$ cat src/rtl/cpre_pkg.sv
package cpre_pkg;
  localparam int CODE_W = 4;
  localparam int MODE_W = 2;
  localparam int REG_W = CODE_W + MODE_W + 1;
  localparam int CNT_W = 8;
  localparam int LAST_CODE = 11;

  typedef struct packed {
    logic restart;
    logic bypass;
    logic [CNT_W-1:0] termCnt;
  } cpre_strobe_t;

  function automatic logic [CNT_W-1:0] ratioMinusOne(input logic [CODE_W-1:0] c);
    logic [CNT_W-1:0] r;
    case (c)
      4'd0: r = 8'd0;
      4'd1: r = 8'd1;
      4'd2: r = 8'd3;
      4'd3: r = 8'd5;
      4'd4: r = 8'd7;
      4'd5: r = 8'd9;
      4'd6: r = 8'd11;
      4'd7: r = 8'd15;
      4'd8: r = 8'd31;
      4'd9: r = 8'd63;
      4'd10: r = 8'd127;
      4'd11: r = 8'd255;
      default: r = 8'd0;
    endcase
    return r;
  endfunction
endpackage

$ cat src/rtl/cpre_ctrl.sv
module cpre_ctrl
  import cpre_pkg::*;
#(
  parameter int NUM_CONV = 3
) (
  input  logic                clk,
  input  logic                rst_n,
  input  logic                regWrEn,
  input  logic [CODE_W-1:0]   wrCode,
  input  logic [MODE_W-1:0]   wrMode,
  input  logic                wrClr,
  input  logic [NUM_CONV-1:0] convActive,
  output logic [CODE_W-1:0]   codeQ,
  output logic [MODE_W-1:0]   modeQ,
  output logic                errQ,
  output cpre_strobe_t        strb
);
  logic locked, reserved, codeDiff, acceptCode, badWrite;

  assign locked     = |convActive;
  assign reserved   = (wrCode > CODE_W'(LAST_CODE));
  assign codeDiff   = (wrCode != codeQ);
  assign acceptCode = regWrEn && !locked && !reserved;
  assign badWrite   = regWrEn && ((locked && codeDiff) || (!locked && reserved));

  always_ff @(posedge clk or negedge rst_n) begin
    if (!rst_n) begin
      codeQ <= '0;
      modeQ <= '0;
      errQ  <= 1'b0;
    end else begin
      if (acceptCode) codeQ <= wrCode;
      if (regWrEn) modeQ <= wrMode;
      if (badWrite) errQ <= 1'b1;
      else if (regWrEn && wrClr) errQ <= 1'b0;
    end
  end

  always_comb begin
    strb.restart = acceptCode && codeDiff;
    strb.bypass  = (modeQ != '0);
    strb.termCnt = ratioMinusOne(codeQ);
  end
endmodule

$ cat src/rtl/cpre_div.sv
module cpre_div
  import cpre_pkg::*;
(
  input  logic         clk,
  input  logic         rst_n,
  input  cpre_strobe_t strb,
  input  logic         busClkEn,
  output logic         convClkEn
);
  logic [CNT_W-1:0] cnt;
  logic tick;

  assign tick = (cnt == strb.termCnt);

  always_ff @(posedge clk or negedge rst_n) begin
    if (!rst_n) cnt <= '0;
    else if (strb.restart || strb.bypass || tick) cnt <= '0;
    else cnt <= cnt + 1'b1;
  end

  assign convClkEn = strb.bypass ? busClkEn : tick;
endmodule

$ cat src/rtl/conv_clk_prescaler.sv
module conv_clk_prescaler
  import cpre_pkg::*;
#(
  parameter int NUM_CONV = 3
) (
  input  logic                clk,
  input  logic                rst_n,
  input  logic                regWrEn,
  input  logic [REG_W-1:0]    regWrData,
  output logic [REG_W-1:0]    regRdData,
  input  logic [NUM_CONV-1:0] convActive,
  input  logic                busClkEn,
  output logic                convClkEn,
  output logic                errFlag
);
  logic [CODE_W-1:0] codeQ;
  logic [MODE_W-1:0] modeQ;
  logic errQ;
  cpre_strobe_t strb;

  cpre_ctrl #(.NUM_CONV(NUM_CONV)) ctrl_i (
    .clk(clk), .rst_n(rst_n), .regWrEn(regWrEn),
    .wrCode(regWrData[CODE_W-1:0]),
    .wrMode(regWrData[CODE_W+MODE_W-1:CODE_W]),
    .wrClr(regWrData[REG_W-1]),
    .convActive(convActive),
    .codeQ(codeQ), .modeQ(modeQ), .errQ(errQ), .strb(strb)
  );

  cpre_div div_i (
    .clk(clk), .rst_n(rst_n), .strb(strb),
    .busClkEn(busClkEn), .convClkEn(convClkEn)
  );

  assign regRdData = {errQ, modeQ, codeQ};
  assign errFlag   = errQ;
endmodule

$ cat config.mk
export PLATFORM = sky130hd
export DESIGN_NAME = conv_clk_prescaler
export DESIGN_NICKNAME = d
export VERILOG_FILES = /design/src/rtl/cpre_pkg.sv /design/src/rtl/cpre_ctrl.sv /design/src/rtl/cpre_div.sv /design/src/rtl/conv_clk_prescaler.sv
export SDC_FILE = /design/constraint.sdc
export NUM_CORES = 1
export LEC_CHECK = 0
export BUFFER_PORTS_ARGS = -buffer_cell sky130_fd_sc_hd__clkbuf_2
export CORE_MARGIN = 2
export CORE_UTILIZATION = 49
export CTS_BUF_LIST = sky130_fd_sc_hd__clkbuf_2
export DETAILED_ROUTE_END_ITERATION = 8
export PLACE_DENSITY_LB_ADDON = 0.3
export RECOVER_POWER = 100
export SKIP_CTS_REPAIR_TIMING = 1
export SYNTH_ARGS = -nofsm -noshare
export SYNTH_HDL_FRONTEND = slang
export SYNTH_SLANG_ARGS = --single-unit
$ cat constraint.sdc
create_clock -name clk -period 2.25 [get_ports clk]
set_clock_uncertainty 0.15 [all_clocks]
set_input_delay 0.45 -clock clk [delete_from_list [all_inputs] [get_ports clk]]
set_output_delay 0.45 -clock clk [all_outputs]
set_load 0.1 [all_outputs]
==> summary.md, run 1 <==
| Metric | Value |
|---|---|
| Run status | finished, violations left |
| Violated checks | negative setup slack |
| TritonCTS clock tree | yes |
| Die width | 48.6 um |
| Peak supply drop | 0.000712 V |
| Ys Warns | 0 |
| PortBufs | 22 |
| Cell Chain, Critical Path | inv_4 > ha_4 > xor2_1 > a21o_1 > a211o_1 > and4_4 > mux2_4 > buf_12 |
| Post-synth top flop | dfrtp_1 |
| Unrepaired setup endpoints after global routing | yes |
| Io pins | 23 |
| Worst hold path type | input port to register |
| Vias in the first global route | 860 |
| Hold_ws | 0.230 ns |
| CTS buffer count | 3 |
| Total grt overflow | 0 |
| Syn Area/Cell | 10.1 um^2 |
| Clock-pin slew on the worst setup and hold paths | 0.16 ns |
| Core area | 1920 um^2 |
| Worst-margin pin slew | 0.800 ns |
| Antenna violations before repair | 0 |
| Drt pass-1 iters | 4 |
| CTS sink cnt | 15 |
| Hold Path Stages | 2 |
| Vias per cell | 5.39 |
| DP Area | 1210 um^2 |
| Vias | 846 |
| Synth Instances | 96 |
| GPL Wtd Cong | 0.853 |
| Post-Place Worst Slack | -0.231 ns |
| Layout cells sized above 1 | 42.3% |
| FFs w/ async S/R, synth | 100% |
| PD cells | 834 nW/um^2 |
| Post-route setup TNS | -0.512 ns |
| Syn_nets | 115 |
| DRC | 0 |
| Mapped Area | 973 um^2 |
| Library cells used by synthesis | 34 |
| Yosys reg bits | 15 |
| First-pass GRT wire length | 3.63 mm |
| Final core occ | 64.8% |
| Finished Cell Area | 1240 um^2 |
| Clock Tree Buf Depth | 2 |
| Final setup viols | 1 |
| Crit-path max cell delay | 0.48 ns |
| Post-layout minimum cycle time | 2.76 ns |
| Highest Clock Rate | 362 MHz |
| Detail Route Antenna Nets | 0 |
| Post-synth EDFFs | 0 |
| Hpwl dp | 1.57 mm |
| Crit. End Element | primary output |
| FILL cells | 180 |
| Post-synthesis sequential area ratio | 38.6% |
| WP data required | 1.65 ns |
| Max-Cap Viols | 0 |
| Final WS setup | -0.512 ns |
| CTS root buffer | clkbuf_2 |
| Worst-Skew Late Latency | 0.29 ns |
| Antenna cells | 0 |
| Routed WL | 2.03 mm |
| Final period util | 123% |
| Fin. max-slew vios | 0 |
| Core Rows | 16 |
| Die ar. | 2360 um^2 |
| Leak | 0.585 nW |
| Drt initial violations | 23 |
| Nets | 150 |
| Worst Reg-to-Reg Cells | 8 |
| Critical-path top delay cell | dfrtp_4 |
| Critical Path Start Type | register |
| Total track usage | 19.5% |
| Routed WL per cell | 12.9 um |
| Initial Util | 50.7% |
| Critical path class | register to primary output |
| Data arrival, critical path | 2.16 ns |
| Fin. Hold Viols | 0 |
| Area Growth Syn to Fin | 27.9% |
| Worst-path maximum fanout | 5 |
| CTS H-tree depth | 1 |
| DIE HEIGHT | 48.6 um |
| Pin count of the biggest net entering global routing | 16 |
| Slew headroom | 46.7% |
## cell type report
cell class                 count  area (um^2)  area share [%]
inverter                       4         20.0            1.61
clock buffer                   3         15.0            1.21
sequential                    15          388            31.2
multi-input combinational     71          562            45.1
tap                           27         33.8            2.71
clock inverter                 1         5.00           0.402
timing repair buffer          36          221            17.8
## placed cells by master (no fill, tap or decap), types with 2 or more instances in the layout
master | synthesis | layout
nand3_1 | 7 | 7
clkbuf_2 | 1 | 24
nor2_1 | 2 | 2
dfrtp_4 | 0 | 3
clkbuf_1 | 0 | 3
nor3_1 | 11 | 10
buf_4 | 2 | 10
xor2_1 | 10 | 10
ha_1 | 5 | 4
xnor2_1 | 3 | 3
nand2b_1 | 2 | 2
dfrtp_1 | 15 | 11
o21ai_1 | 1 | 2
inv_4 | 0 | 2
nand2_1 | 2 | 2
o21ai_0 | 3 | 2
mux2_2 | 6 | 6
inv_1 | 4 | 2
## stage by stage
step / total power [mW] / cells
2_1_floorplan: 0.763 / 96
3_3_place_gp: 0.890 / 152
3_5_place_dp: 0.905 / 152
4_1_cts: 1.04 / 156
5_1_grt: 1.09 / 157
6_report: 1.04 / 157
## power breakdown
part | internal, mW | switching, mW | total, mW
sequential | 0.307 | 0.0451 | 0.352
combinational | 0.190 | 0.366 | 0.556
clock | 0.0402 | 0.0901 | 0.130
## Yosys cell counts, types with 2 or more instances
cell       n  area [um^2]
o21ai_0    3         15.0
xor2_1    10         87.6
nand2_1    2         7.51
ha_1       5         62.6
and4_1     2         17.5
inv_1      4         15.0
buf_6      2         22.5
nor2_1     2         7.51
nor4b_1    2         17.5
mux2_2     6         67.6
nand2b_1   2         12.5
nand3_1    7         35.0
dfrtp_1   15          375
xnor2_1    3         26.3
buf_4      2         15.0
nor3_1    11         55.1
## cell families (layout without fill, tap and decap cells)
family | count (synthesis) | in the layout | share of synthesized area, %
compound gates | 14 | 14 | 9.90
xor+xnor | 13 | 13 | 11.7
fa+ha+maj | 5 | 5 | 6.43
buf+inv | 10 | 44 | 6.42
flops | 15 | 15 | 38.6
mux | 7 | 7 | 8.48
simple gates | 32 | 32 | 18.5
## worst paths after layout
check                                      from         endpoint  slack, ns
worst max-delay path            ctrl_i.codeQ[1]        convClkEn      -0.51
worst min-delay path               regWrData[5]  ctrl_i.modeQ[1]       0.23
worst max register to register  ctrl_i.codeQ[1]     div_i.cnt[2]       0.25
worst min register to register      ctrl_i.errQ      ctrl_i.errQ       0.39
max in group asynchronous                 rst_n  ctrl_i.codeQ[3]       0.78
min in group asynchronous                 rst_n     div_i.cnt[0]       0.58
## registers in the layout, summed over array words and instances (netlist names)
name and flops:
ctrl_i.codeQ 4, ctrl_i.errQ 1, ctrl_i.modeQ 2, div_i.cnt 8
## critical path, delay by kind of cell, from the launching register on
family / cells / cell delay, ns
compound gates: 2 / 0.42
xor+xnor: 1 / 0.14
fa+ha+maj: 1 / 0.17
buf+inv: 2 / 0.22
flops: 1 / 0.48
mux: 1 / 0.27
simple gates: 1 / 0.18
## layer usage
layer  vias up  global-route usage [%]  share of wire (%)
met5         -                       0                  0
met4         0                    9.52                1.5
met3         5                    3.70                4.4
met2        25                    32.2                 48
met1       402                    24.6                 46
li1        414                       -                  -
Note: power is estimated with default switching activity, not from simulation.
==> run 2: changes to the inputs <==
--- a/config.mk
+++ b/config.mk
@@ -5,9 +5,10 @@
 export SDC_FILE = /design/constraint.sdc
 export NUM_CORES = 1
 export LEC_CHECK = 0
+export ABC_AREA = 1
 export BUFFER_PORTS_ARGS = -buffer_cell sky130_fd_sc_hd__clkbuf_2
 export CORE_MARGIN = 2
-export CORE_UTILIZATION = 49
+export CORE_UTILIZATION = 50
 export CTS_BUF_LIST = sky130_fd_sc_hd__clkbuf_2
 export DETAILED_ROUTE_END_ITERATION = 8
 export PLACE_DENSITY_LB_ADDON = 0.3
==> summary.md, run 2 <==
| Metric | Value |
|---|---|
| Run status | finished, violations left |
| Violated checks | negative setup slack |
| DIE HEIGHT | 50.5 um (+4.0%) |
| Pin count of the biggest net entering global routing | 16 (unchanged) |
| Hpwl dp | 1.85 mm (+18%) |
| Vias | 1006 (+19%) |
| Syn Area/Cell | 7.78 um^2 (-23%) |
| Post-layout minimum cycle time | 2.56 ns (-0.199 ns) |
| Simple-Gate Fraction of Synth Area | 37.6% (+19 points) |
| Most frequent cells in the layout | 39 x nand2_1, 23 x clkbuf_2, 13 x inv_1, 11 x nor2_2, 11 x dfrtp_1 |
| Synth Instances | 139 (+45%) |
| Highest Clock Rate | 390 MHz (+7.7%) |
| Clock Tree Buf Depth | 2 (unchanged) |
| Mapped Area | 1080 um^2 (+11%) |
| Final core occ | 67.9% (+3.2 points) |
| Data arrival, critical path | 1.96 ns (-0.20 ns) |
| Layout cells sized above 1 | 38.5% (-3.8 points) |
| Worst-margin pin slew | 0.820 ns (+0.0203 ns) |
| Yosys reg bits | 15 (unchanged) |
| FILL cells | 167 (-7.2%) |
| Unrepaired setup endpoints after global routing | yes |
| Final period util | 114% (-8.8 points) |
| Io pins | 23 (unchanged) |
| Worst-path maximum fanout | 4 (-1) |
| Syn_nets | 158 (+37%) |
| Fin. Hold Viols | 0 (unchanged) |
| First-pass GRT wire length | 4.11 mm (+13%) |
| Antenna cells | 0 (unchanged) |
| Vias in the first global route | 973 (+13%) |
| TritonCTS clock tree | yes |
| Largest family of logic cells by synthesized area | simple AND/OR/NAND/NOR gates |
| Largest regs | div_i.cnt (8), ctrl_i.codeQ (4), ctrl_i.modeQ (2) |
| Commonest non-fill, non-tap cell in the layout | nand2_1 |
| Die width | 50.5 um (+4.0%) |
| GPL Wtd Cong | 0.961 (+13%) |
| Final setup viols | 1 (unchanged) |
| Total grt overflow | 0 (unchanged) |
| Routed WL | 2.46 mm (+21%) |
| Clock-pin slew on the worst setup and hold paths | 0.17 ns (about the same) |
| Core Rows | 16 (unchanged) |
| Area Growth Syn to Fin | 25.8% |
| Worst-Skew Late Latency | 0.28 ns (about the same) |
| Area share of the largest cell type after synthesis | 34.7% (-3.8 points) |
| Compound-Gate Fraction of Synth Area | 5.79% (-4.1 points) |
| FF+latch area | 385 um^2 (-0.65%) |
| Most frequent cell after synthesis | nand2_1 |
| Area contributors post-synth | dfrtp_1 35%, nand2_1 14%, nand3_1 6.0% |
| Routed WL per cell | 12.5 um (-2.9%) |
| FFs w/ async S/R, synth | 100% (unchanged) |
| Nets | 189 (+26%) |
| Core area | 2000 um^2 (+4.2%) |
| Initial Util | 54.0% (+3.3 points) |
| CTS sink cnt | 15 (unchanged) |
| Peak supply drop | 0.000661 V (-7.1%) |
| Vias per cell | 5.13 (-4.7%) |
| Detail Route Antenna Nets | 0 (unchanged) |
| Crit. End Element | primary output |
| CTS root buffer | clkbuf_2 |
| Post-synthesis sequential area ratio | 34.7% (-3.8 points) |
| WP data required | 1.65 ns (about the same) |
| Antenna violations before repair | 0 (unchanged) |
| Reg with most FFs | div_i.cnt |
| Total track usage | 20.8% (+1.3 points) |
| Worst hold path type | input port to register |
| Final WS setup | -0.314 ns (+0.199 ns) |
| Synth Area in XOR/XNOR | 6.48% (-5.2 points) |
| PortBufs | 22 (unchanged) |
| Critical Path Start Type | register |
| CTS buffer count | 3 (unchanged) |
| Die ar. | 2550 um^2 (+8.1%) |
| Drt initial violations | 15 (-35%) |
| Fin. max-slew vios | 0 (unchanged) |
| CP startpoint | ctrl_i.codeQ[0] |
| Post-synth top flop | dfrtp_1 |
| Mux contribution to synthesized area | 0% (-8.5 points) |
| Total Power | 1.15 mW (+11%) |
| Max-Cap Viols | 0 (unchanged) |
| Adder-Cell Fraction of Synth Area | 5.79% (-0.64 points) |
| Hold Crit Start | regWrData[4] |
| Critical path class | register to primary output |
| Library cells used by synthesis | 24 (-29%) |
| Post-synth top area cell | dfrtp_1 |
| Leak | 0.635 nW (+8.6%) |
| Synth top cells by count | 40 x nand2_1, 15 x dfrtp_1, 15 x inv_1 |
| Slew headroom | 45.3% (-1.4 points) |
| Hold_ws | 0.206 ns (-0.0244 ns) |
| Ys Warns | 0 (unchanged) |
| DRC | 0 (unchanged) |
| Largest register FFs | 8 (unchanged) |
| PD cells | 845 nW/um^2 (+1.3%) |
| CTS H-tree depth | 1 (unchanged) |
| Worst r2r src | ctrl_i.codeQ[0] |
| Post-synth EDFFs | 0 (unchanged) |
| Drt pass-1 iters | 4 (unchanged) |
| Multi-input logic area | 668 um^2 (+19%) |
-- run 2: changes by cell type after synthesis, sizes merged, moves of 4 or more --
cell | previous run | this run
nor3 | 11 | 3
mux2 | 7 | 0
o21ai | 4 | 10
nor2 | 2 | 15
nand2 | 2 | 42
inv | 4 | 17
xor2 | 10 | 3
nand3 | 7 | 15
nand4 | 0 | 4
-- run 2: layout make-up --
type	instances	area share, %
clock buffers	4	1.47
flip-flops and latches	15	28.3
repair buffers	29	12.8
inverters	17	5.80
well taps	27	2.48
multi-input cells	104	49.1
-- run 2: final timing paths --
kind	endpoint	slack, ns	cells past startpoint
min in group asynchronous	ctrl_i.codeQ[1]	0.60	2
hold / removal	ctrl_i.modeQ[0]	0.21	3
hold reg to reg	div_i.cnt[0]	0.35	1
setup / recovery	convClkEn	-0.31	9
max in group asynchronous	ctrl_i.codeQ[0]	0.76	2
setup reg to reg	div_i.cnt[0]	0.33	10
-- run 2: worst max-delay path, stage by stage (launching register included) --
cell and delay [ns]:
dfrtp_4 0.56, inv_4 0.09, ha_4 0.20, nand3b_4 0.16, nand3_2 0.07, nand2_1 0.06
nor2_2 0.12, nand4_1 0.15, nand2_4 0.10, buf_12 0.17
-- run 2: metal layers --
metal	share of wire (%)	GRT usage, %	up-vias
met5	0	0	-
met4	0.69	6.76	0
met3	2.5	2.08	2
met2	51	35.3	18
met1	46	27.8	485
li1	-	-	501
-- run 2: where the power goes --
| part | switching, mW | internal [mW] | leakage, nW | total (mW) |
|---|---|---|---|---|
| Clock | 0.0902 | 0.0472 | 0.0166 | 0.137 |
| Sequential | 0.0731 | 0.305 | 0.189 | 0.379 |
| Combinational | 0.434 | 0.199 | 0.430 | 0.633 |
-- run 2: metrics by stage --
stage	TNS, ns	instance area (um^2)	cells	setup slack [ns]
after floorplan	-0.120	1110	139	-0.120
after global placement	-0.00710	1270	189	-0.00710
after detailed placement	-0.0263	1270	189	-0.0263
after CTS	-0.365	1290	193	-0.365
after global routing	-0.429	1360	196	-0.429
final	-0.314	1360	196	-0.314
-- run 2: cell families (layout without fill, tap and decap cells) --
family / after synthesis / after routing
AND/OR/NAND/NOR: 80 / 80
buffers and inverters: 20 / 50
flip-flops: 15 / 15
XOR/XNOR: 8 / 8
adder cells (fa/ha/maj): 5 / 5
AO/OA/AOI/OAI: 11 / 11
